$ cat src/rtl/irq_agg_pkg.sv
// Shared definitions for the interrupt status aggregator.
// Assumes a register port with two address bits; unused addresses read zero.
package irq_agg_pkg;
    localparam int ADDR_W = 2;

    typedef enum logic [ADDR_W-1:0] {
        REG_STATUS = 2'd0,
        REG_ENABLE = 2'd1
    } reg_sel_e;
endpackage

$ cat src/rtl/irq_status_merge.sv
// Builds the registered status word: bank pending lines in the low bits,
// enabled peripheral requests above them. Assumes the bank lines are
// already qualified upstream and the request lines are synchronous.
module irq_status_merge #(
    parameter int NUM_BANKS  = 4,
    parameter int NUM_PERIPH = 6,
    localparam int STAT_W    = NUM_BANKS + NUM_PERIPH
) (
    input  logic                  clk,
    input  logic                  rst_n,
    input  logic [NUM_BANKS-1:0]  bank_pend_i,
    input  logic [NUM_PERIPH-1:0] periph_req_i,
    input  logic [NUM_PERIPH-1:0] periph_en_i,
    output logic [STAT_W-1:0]     status_o
);
    logic [NUM_PERIPH-1:0] gated_req;
    logic [STAT_W-1:0]     status_q;

    // One gate per peripheral source: the request passes only when its enable is set.
    for (genvar k = 0; k < NUM_PERIPH; k++) begin : g_gate
        assign gated_req[k] = periph_req_i[k] & periph_en_i[k];
    end

    // Capture the merged status word on each clock.
    always_ff @(posedge clk) begin
        if (!rst_n) begin
            status_q <= '0;
        end else begin
            status_q <= {gated_req, bank_pend_i};
        end
    end

    assign status_o = status_q;
endmodule

$ cat src/rtl/irq_enable_reg.sv
// Holds the enable register. Only the peripheral enable bits and the
// global enable bit can be written; every other bit stays zero.
// Assumes the write strobe has already been decoded for this address.
module irq_enable_reg #(
    parameter int NUM_PERIPH = 6,
    parameter int REG_W      = 16,
    localparam int GLOBAL_BIT = REG_W - 1
) (
    input  logic                  clk,
    input  logic                  rst_n,
    input  logic                  wr_en_i,
    input  logic [REG_W-1:0]      wr_data_i,
    output logic [REG_W-1:0]      en_reg_o,
    output logic [NUM_PERIPH-1:0] periph_en_o,
    output logic                  global_en_o
);
    logic [REG_W-1:0] writable;
    logic [REG_W-1:0] en_q;

    // Mark which bits of the register can be written.
    always_comb begin
        writable                   = '0;
        writable[NUM_PERIPH-1:0]   = '1;
        writable[GLOBAL_BIT]       = 1'b1;
    end

    // Store the writable bits on a write; reset leaves every source disabled.
    always_ff @(posedge clk) begin
        if (!rst_n) begin
            en_q <= '0;
        end else if (wr_en_i) begin
            en_q <= wr_data_i & writable;
        end
    end

    assign en_reg_o    = en_q;
    assign periph_en_o = en_q[NUM_PERIPH-1:0];
    assign global_en_o = en_q[GLOBAL_BIT];
endmodule

$ cat src/rtl/irq_out_gen.sv
// Drives the interrupt line to the host. The line is high while the global
// enable is set and any status bit is 1, and it falls one clock after the
// status word clears. Assumes the host input is rising-edge sensitive.
module irq_out_gen #(
    parameter int STAT_W = 10
) (
    input  logic              clk,
    input  logic              rst_n,
    input  logic              global_en_i,
    input  logic [STAT_W-1:0] status_i,
    output logic              irq_o
);
    logic irq_q;

    // Register the qualified OR of the status word.
    always_ff @(posedge clk) begin
        if (!rst_n) begin
            irq_q <= 1'b0;
        end else begin
            irq_q <= global_en_i & (|status_i);
        end
    end

    assign irq_o = irq_q;
endmodule

$ cat src/rtl/irq_aggregator.sv
// Top level of the interrupt status aggregator. It merges the GPIO bank
// pending lines and the enabled peripheral requests into one status word,
// holds the enable register and drives a single interrupt line.
// Assumes all inputs are synchronous to clk.
module irq_aggregator
    import irq_agg_pkg::*;
#(
    parameter int NUM_BANKS  = 4,
    parameter int NUM_PERIPH = 6,
    parameter int REG_W      = 16
) (
    input  logic                  clk,
    input  logic                  rst_n,
    input  logic [NUM_BANKS-1:0]  bank_pend_i,
    input  logic [NUM_PERIPH-1:0] periph_req_i,
    input  logic [ADDR_W-1:0]     reg_addr_i,
    input  logic                  reg_wr_i,
    input  logic [REG_W-1:0]      reg_wdata_i,
    output logic [REG_W-1:0]      reg_rdata_o,
    output logic                  irq_o
);
    localparam int STAT_W = NUM_BANKS + NUM_PERIPH;

    logic [NUM_PERIPH-1:0] periph_en;
    logic                  global_en;
    logic [REG_W-1:0]      en_reg;
    logic [STAT_W-1:0]     status;
    logic                  en_wr;

    // Decode a write to the enable register; writes elsewhere are dropped.
    always_comb begin
        en_wr = reg_wr_i && (reg_addr_i == REG_ENABLE);
    end

    irq_enable_reg #(
        .NUM_PERIPH (NUM_PERIPH),
        .REG_W      (REG_W)
    ) u_enable (
        .clk         (clk),
        .rst_n       (rst_n),
        .wr_en_i     (en_wr),
        .wr_data_i   (reg_wdata_i),
        .en_reg_o    (en_reg),
        .periph_en_o (periph_en),
        .global_en_o (global_en)
    );

    irq_status_merge #(
        .NUM_BANKS  (NUM_BANKS),
        .NUM_PERIPH (NUM_PERIPH)
    ) u_merge (
        .clk          (clk),
        .rst_n        (rst_n),
        .bank_pend_i  (bank_pend_i),
        .periph_req_i (periph_req_i),
        .periph_en_i  (periph_en),
        .status_o     (status)
    );

    irq_out_gen #(
        .STAT_W (STAT_W)
    ) u_out (
        .clk         (clk),
        .rst_n       (rst_n),
        .global_en_i (global_en),
        .status_i    (status),
        .irq_o       (irq_o)
    );

    // Select the read data for the addressed register.
    always_comb begin
        case (reg_addr_i)
            REG_STATUS: reg_rdata_o = REG_W'(status);
            REG_ENABLE: reg_rdata_o = en_reg;
            default:    reg_rdata_o = '0;
        endcase
    end
endmodule

$ cat config.mk
export PLATFORM = sky130hd
export DESIGN_NAME = irq_aggregator
export DESIGN_NICKNAME = d
export VERILOG_FILES = /design/src/rtl/irq_agg_pkg.sv /design/src/rtl/irq_status_merge.sv /design/src/rtl/irq_enable_reg.sv /design/src/rtl/irq_out_gen.sv /design/src/rtl/irq_aggregator.sv
export SDC_FILE = /design/constraint.sdc
export NUM_CORES = 1
export LEC_CHECK = 0
export BUFFER_PORTS_ARGS = -buffer_cell sky130_fd_sc_hd__buf_2
export CAP_MARGIN = 20
export CELL_PAD_IN_SITES_DETAIL_PLACEMENT = 0
export CELL_PAD_IN_SITES_GLOBAL_PLACEMENT = 1
export CORE_UTILIZATION = 31
export CTS_CLUSTER_DIAMETER = 120
export DETAILED_ROUTE_END_ITERATION = 8
export HOLD_SLACK_MARGIN = 0.15
export PLACE_DENSITY = 0.92
export SLEW_MARGIN = 25
export SYNTH_ARGS = -nofsm -noshare
export SYNTH_HDL_FRONTEND = slang
export SYNTH_SLANG_ARGS = --single-unit
$ cat constraint.sdc
create_clock -name clk -period 1.8 [get_ports clk]
set_input_delay 0.54 -clock clk [delete_from_list [all_inputs] [get_ports clk]]
set_output_delay 0.54 -clock clk [all_outputs]
set_load 0.02 [all_outputs]
; Yosys cells after proc, flatten, opt, wreduce, memory -nomap -nowiden
; Index checks and enable logic that the tools add are counted.
[totals]
reg_bits = 18
latchBits = 0
mem_bits_rw = 0
romBits = 0
in_bits = 31
elab_cells = 15
memories = 0
[op_classes]
n_addsub = 0
mul = 0
div_mod_pow = 0
n_lt_le_gt_ge = 0
eq_ne = 1
shifts = 0
mux = 1
n_bitwise = 7
reduce_logical = 3
[op_table]
columns = operator, n
row1 = 16-bit one-hot mux with 2 select lines, 1
row2 = 10-bit OR reduction, 1
row3 = 1-bit AND, 7
row4 = 2-bit by 1-bit == test with 1-bit output (second input constant), 1
row5 = 2-bit zero test, 1
row6 = 1-bit logical AND, 1

; Logic depth before layout (Yosys ltp)
; Gate-level depths: netlist (run 1).
[logic_depth]
ltp_word = 2
depth_mapped = 5
mapped_depth_nobuf = 3

; Hierarchy
; A second synthesis (run 1) with hierarchy kept.
[unflattened]
hier_cells = 95
area_unflattened_um2 = 907.1
[by_module_without_submodules]
columns = mod, instances, cells_per_inst, area_per_inst_um2
row1 = irq_enable_reg, 1, 39, 389.1
row2 = irq_status_merge, 1, 20, 267.8
row3 = irq_aggregator, 1, 30, 203.9
row4 = irq_out_gen, 1, 6, 46.3

; Worst setup path before layout (run 1)
; Ideal clock, no wire load.
[synth_path]
path_type = input port to output port
from = in reg_addr_i[0]
to = out reg_rdata_o[0]
arrival_time_ps = 1105
setup_slack_ps = 155
stages = 3
path_buffers = 1
cell_sequence = buf_4 > mux2i_1 > nor2_1
[synth_via]
elab_chain_len = 2
elab_cells_between_ends = 3
cone_classes = eq/ne: 1 / mux: 1 / reduce/logical: 1
[synth_rtl]
columns = item, line
row1 = start: declaration, irq_aggregator.sv:16  ; input logic [ADDR_W-1:0] reg_addr_i,
row2 = 2-bit by 1-bit == test with 1-bit output or 2-bit zero test (tied branches), irq_aggregator.sv:72  ; case (reg_addr_i)
row3 = 16-bit one-hot mux with 2 select lines *, irq_aggregator.sv:72
row4 = end: declaration, irq_aggregator.sv:19  ; output logic [REG_W-1:0] reg_rdata_o,
; Every way passes the cells marked *; elsewhere a longest branch is shown, timed or not.

; Worst setup path in the final report (run 1)
[layout_path]
from = in reg_addr_i[0]
to = out reg_rdata_o[1]
; The elaborated chain is that of the path after synthesis.

==> results of run 1 <==
==> flip-flops by register name, indices dropped and copies added, names as in the netlist <==
| signal | count |
|---|---|
| u_merge.status_o | 10 |
| u_enable.en_reg_o | 7 |
| u_out.irq_o | 1 |
==> cell type report <==
| cell class | instances | share of cell area [%] |
|---|---|---|
| multi-input cells | 53 | 38.4 |
| well taps | 28 | 3.68 |
| repair buffers | 33 | 17.6 |
| flip-flops and latches | 18 | 37.9 |
| clock buffers | 3 | 2.37 |
==> how the worst max path moves through the flow <==
stage / startpoint / to
final: reg_addr_i[0] / reg_rdata_o[1]
after global routing: reg_addr_i[0] / reg_rdata_o[2]
after CTS: reg_addr_i[0] / reg_rdata_o[1]
after detailed placement: reg_addr_i[0] / reg_rdata_o[1]
after global placement: reg_addr_i[0] / reg_rdata_o[5]
after floorplan: reg_addr_i[0] / reg_rdata_o[0]
==> worst register-to-register path: stages (launching register included) <==
cell,delay (ps)
dfxtp_1,320
nor4_1,300
a31oi_1,120
==> stage by stage <==
stage	utilization, %	instance area, µm²	power, mW
2_1_floorplan	-	795	0.492
3_3_place_gp	40.2	923	0.513
3_5_place_dp	40.2	923	0.515
4_1_cts	41.2	946	0.695
5_1_grt	41.4	951	0.728
6_report	41.4	951	0.689
==> kinds of logic after synthesis <==
group	share of synthesized area [%]
other	0.481
buffers and inverters	9.15
and+or+nand+nor	26.6
AOI/OAI and AO/OA	0.803
DFF	46.2
muxes	16.7
==> power by group through the flow <==
stage          combinational (mW)  sequential, mW  clock, mW
2_1_floorplan              0.0672           0.425          0
3_3_place_gp               0.0868           0.426          0
3_5_place_dp               0.0885           0.426          0
4_1_cts                    0.0888           0.417      0.189
5_1_grt                    0.0986           0.418      0.211
6_report                   0.0886           0.417      0.184
==> timing repair <==
item,CTS,global route
hold buffers,0,0
setup endpoints to repair,0,6
endpoints found under the hold margin,0,0
gates resized for setup,0,2
==> cells in the final DEF, fill, tap and decap left out <==
| cell | instances |
|---|---|
| nand2_1 | 1 |
| nor2b_1 | 7 |
| and2_1 | 8 |
| dfxtp_1 | 18 |
| and3_1 | 6 |
| nand3b_4 | 1 |
| and3b_2 | 1 |
| conb_1 | 5 |
| nor2_1 | 7 |
| clkbuf_4 | 4 |
| a31oi_1 | 1 |
| mux2i_1 | 13 |
| nor4_1 | 2 |
| buf_2 | 32 |
| nor2_2 | 1 |
==> per-layer routing <==
layer / part of all wire (%) / track usage (%)
met5: 0 / 0
met2: 48 / 20.1
met1: 46 / 13.7
met3: 6.1 / 2.92
met4: 0.62 / 3.95
==> flow_summary_export.csv, run 1 <==
group,metric,value,unit
synth,yosys.area.top_type,"dfxtp_1",
synth,yosys-top-cells-count,"dfxtp_1 (18), mux2i_1 (13), and2_1 (8), nor2_1 (8), nor2b_1 (7)",
hold_path,hold_class,"register to register",
power,sw_frac_of_total,23.3,%
synth,avgSynthCellArea,10.3,µm²
clock_network,cts.clk_slew.worst_paths,90,ps
critical_path,cpLargestDelayFamily,"buffers and inverters",
synth,synth_edf_count,0,
routing,drtPass1Iterations,4,
critical_path,worstReg2RegStart,"u_merge.status_o[2]",
synth,synth_cells,76,
timing,max_freq,0.579,GHz
placement,port_buffers,33,
critical_path,crit_chain,"clkbuf_4, mux2i_1, nor2_1, buf_2",
floorplanning,die_h,52.1,µm
routing,ant_nets,0,
power,powerDensity,725,nW/µm²
synth,synthTopCellsByArea,"dfxtp_1 (46%), mux2i_1 (17%), and2_1 (6.4%)",
synth,yosys_warnings,0,
layout,multi_input_area,365,µm²
layout,stdcell_count,135,
critical_path,critPathMaxFanout,9,
synth,synth_seq_cells,18,
timing,min_period,1730,ps
timing,setup_viol,0,
placement,numPlacedInstances,132,
critical_path,critPathLaunchType,"input pin",
floorplanning,io-pin-count,48,
hold_path,whs_endpoint,"u_out.irq_o",
clock_network,clk_latency,270,ps
critical_path,critPathBufInv,2,
power,comb_power_share,12.9,%
synth,synthesis.area,779,µm²
floorplanning,die_w,52.1,µm
layout,diodes,0,
routing,viasPerCell,4.44,
grt,grt_pass1_wl,2310,µm
timing,finClkSkew,0.913,ps
routing,drtIter0Drc,5,
critical_path,r2r_setup_slack,940,ps
timing,rsz0062_at_grt,"false",
job,max_cap_violations,0,
power,seq_power_share,60.5,%
hold_path,hp-start,"u_enable.en_reg_o[15]",
critical_path,endpoint_kind,"output pin",
synth,synthArstFlopShare,0,%
clock_network,cts_tree,"yes",
placement,pre_cts_ws,24.0,ps
critical_path,required,1260,ps
status,status,"completed",
layout,area_growth,22.0,%
synth,synth_top_area_share,46.2,%
critical_path,cp_slowest_cell,"mux2i_1",
clock_network,post_cts_buffers,0,
timing,hold_violations,0,
power,p_clk_share,26.7,%
synth,ys_seq_area_share,46.2,%
grt,grt_antenna_before_repair,0,
hold_path,hold_depth,2,
layout,drive_gt1_share,36.4,%
critical_path,r2r-end,"u_out.irq_o",
critical_path,cp_num_cells,4,
clock_network,cts_sinks,18,
clock_network,cts_root_buf,"clkbuf_4",
floorplanning,start_util,33.9,%
timing,fin_crit_sh,95.9,%
synth,synth.most_common_cell,"dfxtp_1",
critical_path,arrival,1190,ps
power,p_int,0.529,mW
synth,synthFlopType,"dfxtp_1",
floorplanning,fp-row-count,17,
routing,drt-total-wl,1460,µm
floorplanning,dieArea,2720,µm²
grt,grt_max_degree,19,
critical_path,cpPeakStageDelay,220,ps
timing,timing.final.ws_setup,73.8,ps
timing,worst_hold_slack,465,ps
critical_path,reg2regPathDepth,2,
grt,grtUsageTotal,11.6,%
power,leakagePower,0.532,nW
critical_path,critical_path_class,"input pin to output pin",
synth,synthDistinctLibCells,15,
clock_network,cts.path.max_buffers,2,
layout,nFillCells,246,
clock_network,cts_max_level,1,
routing,drcViolationCount,0,
grt,grt.overflow.total,0,
layout,seq_area,360,µm²
timing,tns,0,ps
clock_network,cts_buffers,3,
layout,fin_nets,140,
floorplanning,core_area,2300,µm²
power,peakVddDrop,0.000330,V
timing,finalMaxSlewViolations,0,
grt,first_global_vias,529,
placement,post-dp-hpwl,1150,µm
placement,gp_congestion,0.730,
routing,vias,600,
routing,wl_per_cell,10.8,µm
power,netSwitchingPower,0.161,mW
No activity file was read; power rests on OpenSTA's default activity.
==> run 2: changes to the inputs <==
PLACE_DENSITY = unset   (was 0.92)
PLACE_DENSITY_LB_ADDON = 0.1   (was unset)
==> run 2 against run 1 <==
Compared with the run above: critical path depth unchanged; sequential cell count unchanged; power increased by 9.3%; worst setup slack lost 1.7 ps; via count stayed put; cell count grew 1.5%; count of clock-buffer cells in the layout up 1; clock skew grew 2.0 ps; sequential power about the same; sequential share of layout area down 0.83 points; first-iteration DRC count grew 20%; combinational power rose by 2.6%.
==> flow_summary_export.csv, run 2 (synthesis gave the netlist of run 1 again) <==
group,metric,value,unit
floorplanning,die_w,52.1,µm
timing,setup_viol,0,
critical_path,cpPeakStageDelay,190,ps
timing,fin_crit_sh,96.0,%
layout,drive_gt1_share,37.6,%
layout,largest_reg_flops,10,
floorplanning,start_util,33.9,%
hold_path,hp-start,"bank_pend_i[3]",
critical_path,critPathLaunchType,"input pin",
placement,port_buffers,33,
layout,multi_input_area,365,µm²
timing,max_freq,0.579,GHz
timing,tns,0,ps
floorplanning,core_area,2300,µm²
routing,viasPerCell,4.38,
clock_network,cts_tree,"yes",
status,status,"completed",
floorplanning,io-pin-count,48,
grt,grtUsageTotal,12.7,%
grt,first_global_vias,519,
grt,grt_pass1_wl,2380,µm
layout,diodes,0,
job,max_cap_violations,0,
clock_network,cts_root_buf,"clkbuf_4",
layout,seq_area,360,µm²
routing,drcViolationCount,0,
clock_network,cts_max_level,1,
critical_path,critPathMaxFanout,9,
critical_path,required,1260,ps
floorplanning,die_h,52.1,µm
floorplanning,fp-row-count,17,
timing,min_period,1730,ps
power,powerDensity,775,nW/µm²
clock_network,cts_buffers,3,
power,p_total,0.753,mW
clock_network,cts_hold_buf,0,
routing,drtPass1Iterations,4,
clock_network,cts.clk_slew.worst_paths,100,ps
critical_path,startpoint,"reg_addr_i[0]",
grt,grt_antenna_before_repair,0,
layout,final_common_cell,"buf_2",
routing,wl_per_cell,11.3,µm
critical_path,critical_path_class,"input pin to output pin",
power,leakagePower,0.544,nW
timing,hold_violations,0,
timing,finClkSkew,2.95,ps
placement,post-dp-hpwl,1160,µm
placement,pre_cts_ws,2.56,ps
grt,grt.overflow.total,0,
clock_network,cts.path.max_buffers,2,
critical_path,arrival,1190,ps
timing,finalMaxSlewViolations,0,
critical_path,r2r_setup_slack,960,ps
critical_path,endpoint_kind,"output pin",
routing,vias,600,
clock_network,clk_latency,290,ps
floorplanning,dieArea,2720,µm²
timing,rsz0062_at_grt,"false",
layout,nFillCells,252,
layout,fin_nets,141,
critical_path,worstSetupEndpoint,"reg_rdata_o[6]",
grt,grt_max_degree,19,
clock_network,cts_sinks,18,
hold_path,hold_class,"input pin to register",
routing,ant_nets,0,
placement,gp_congestion,0.725,
hold_path,hold_depth,2,
layout,final_cell_mix,"buf_2 (32), dfxtp_1 (18), mux2i_1 (13)",
critical_path,cp_slowest_cell,"clkbuf_4",
layout,area_growth,24.7,%
critical_path,reg2regPathDepth,2,
routing,drt-total-wl,1550,µm
critical_path,crit_chain,"clkbuf_4, nor2_2, and2_1, buf_2",
routing,drtIter0Drc,6,
critical_path,worstReg2RegStart,"u_merge.status_o[5]",
power,peakVddDrop,0.000480,V
timing,timing.final.ws_setup,72.2,ps
critical_path,r2r-end,"u_out.irq_o",
-- run 2: cell types whose count changed in the layout (fill, tap and decap cells not counted), sizes merged --
cell    previous run  this run
clkbuf             4         5
buf               32        33
-- run 2: stage by stage --
step	utilization [%]	hold WS, ps	instances	area [µm²]
after floorplan	-	420	80	795
after global placement	40.5	450	133	931
after detailed placement	40.5	453	133	931
after CTS	42.1	441	137	967
after global routing	42.3	432	137	972
final	42.3	451	137	972
-- run 2: critical path, delay by kind of cell --
family                 cells  cell delay [ps]
buffers and inverters      2              350
and+or+nand+nor            2              300
-- run 2: worst min path at each step --
stage,end
3_3_place_gp,u_out.irq_o
6_report,u_merge.status_o[3]
3_5_place_dp,u_out.irq_o
4_1_cts,u_merge.status_o[3]
5_1_grt,u_merge.status_o[0]
2_1_floorplan,u_out.irq_o
-- run 2: power by group --
group | switching, mW | total [mW] | internal (mW) | leakage [nW]
Clock | 0.122 | 0.245 | 0.123 | 0.0210
Sequential | 0.00698 | 0.417 | 0.410 | 0.147
Combinational | 0.0483 | 0.0909 | 0.0426 | 0.376
Total | 0.177 | 0.753 | 0.576 | 0.544
-- run 2: layout make-up --
cell class / count / area share [%]
clock buffer: 4 / 3.73
multi-input combinational: 53 / 37.6
sequential: 18 / 37.1
tap: 28 / 3.60
timing repair buffer: 34 / 18.0
-- run 2: what timing repair did --
| action | in CTS | in global routing |
|---|---|---|
| gates resized for setup | 0 | 2 |
| endpoints found under the hold margin | 0 | 0 |
| setup buffers | 0 | 0 |
| setup endpoints to repair | 0 | 6 |
-- run 2: layer usage --
| metal | up-vias | wire length [µm] | global-route usage, % |
|---|---|---|---|
| met5 | - | 0 | 0 |
| met3 | 2 | 122 | 6.43 |
| met4 | 0 | 10 | 2.63 |
| met2 | 27 | 694 | 19.9 |
| li1 | 310 | - | - |
| met1 | 261 | 724 | 15.5 |
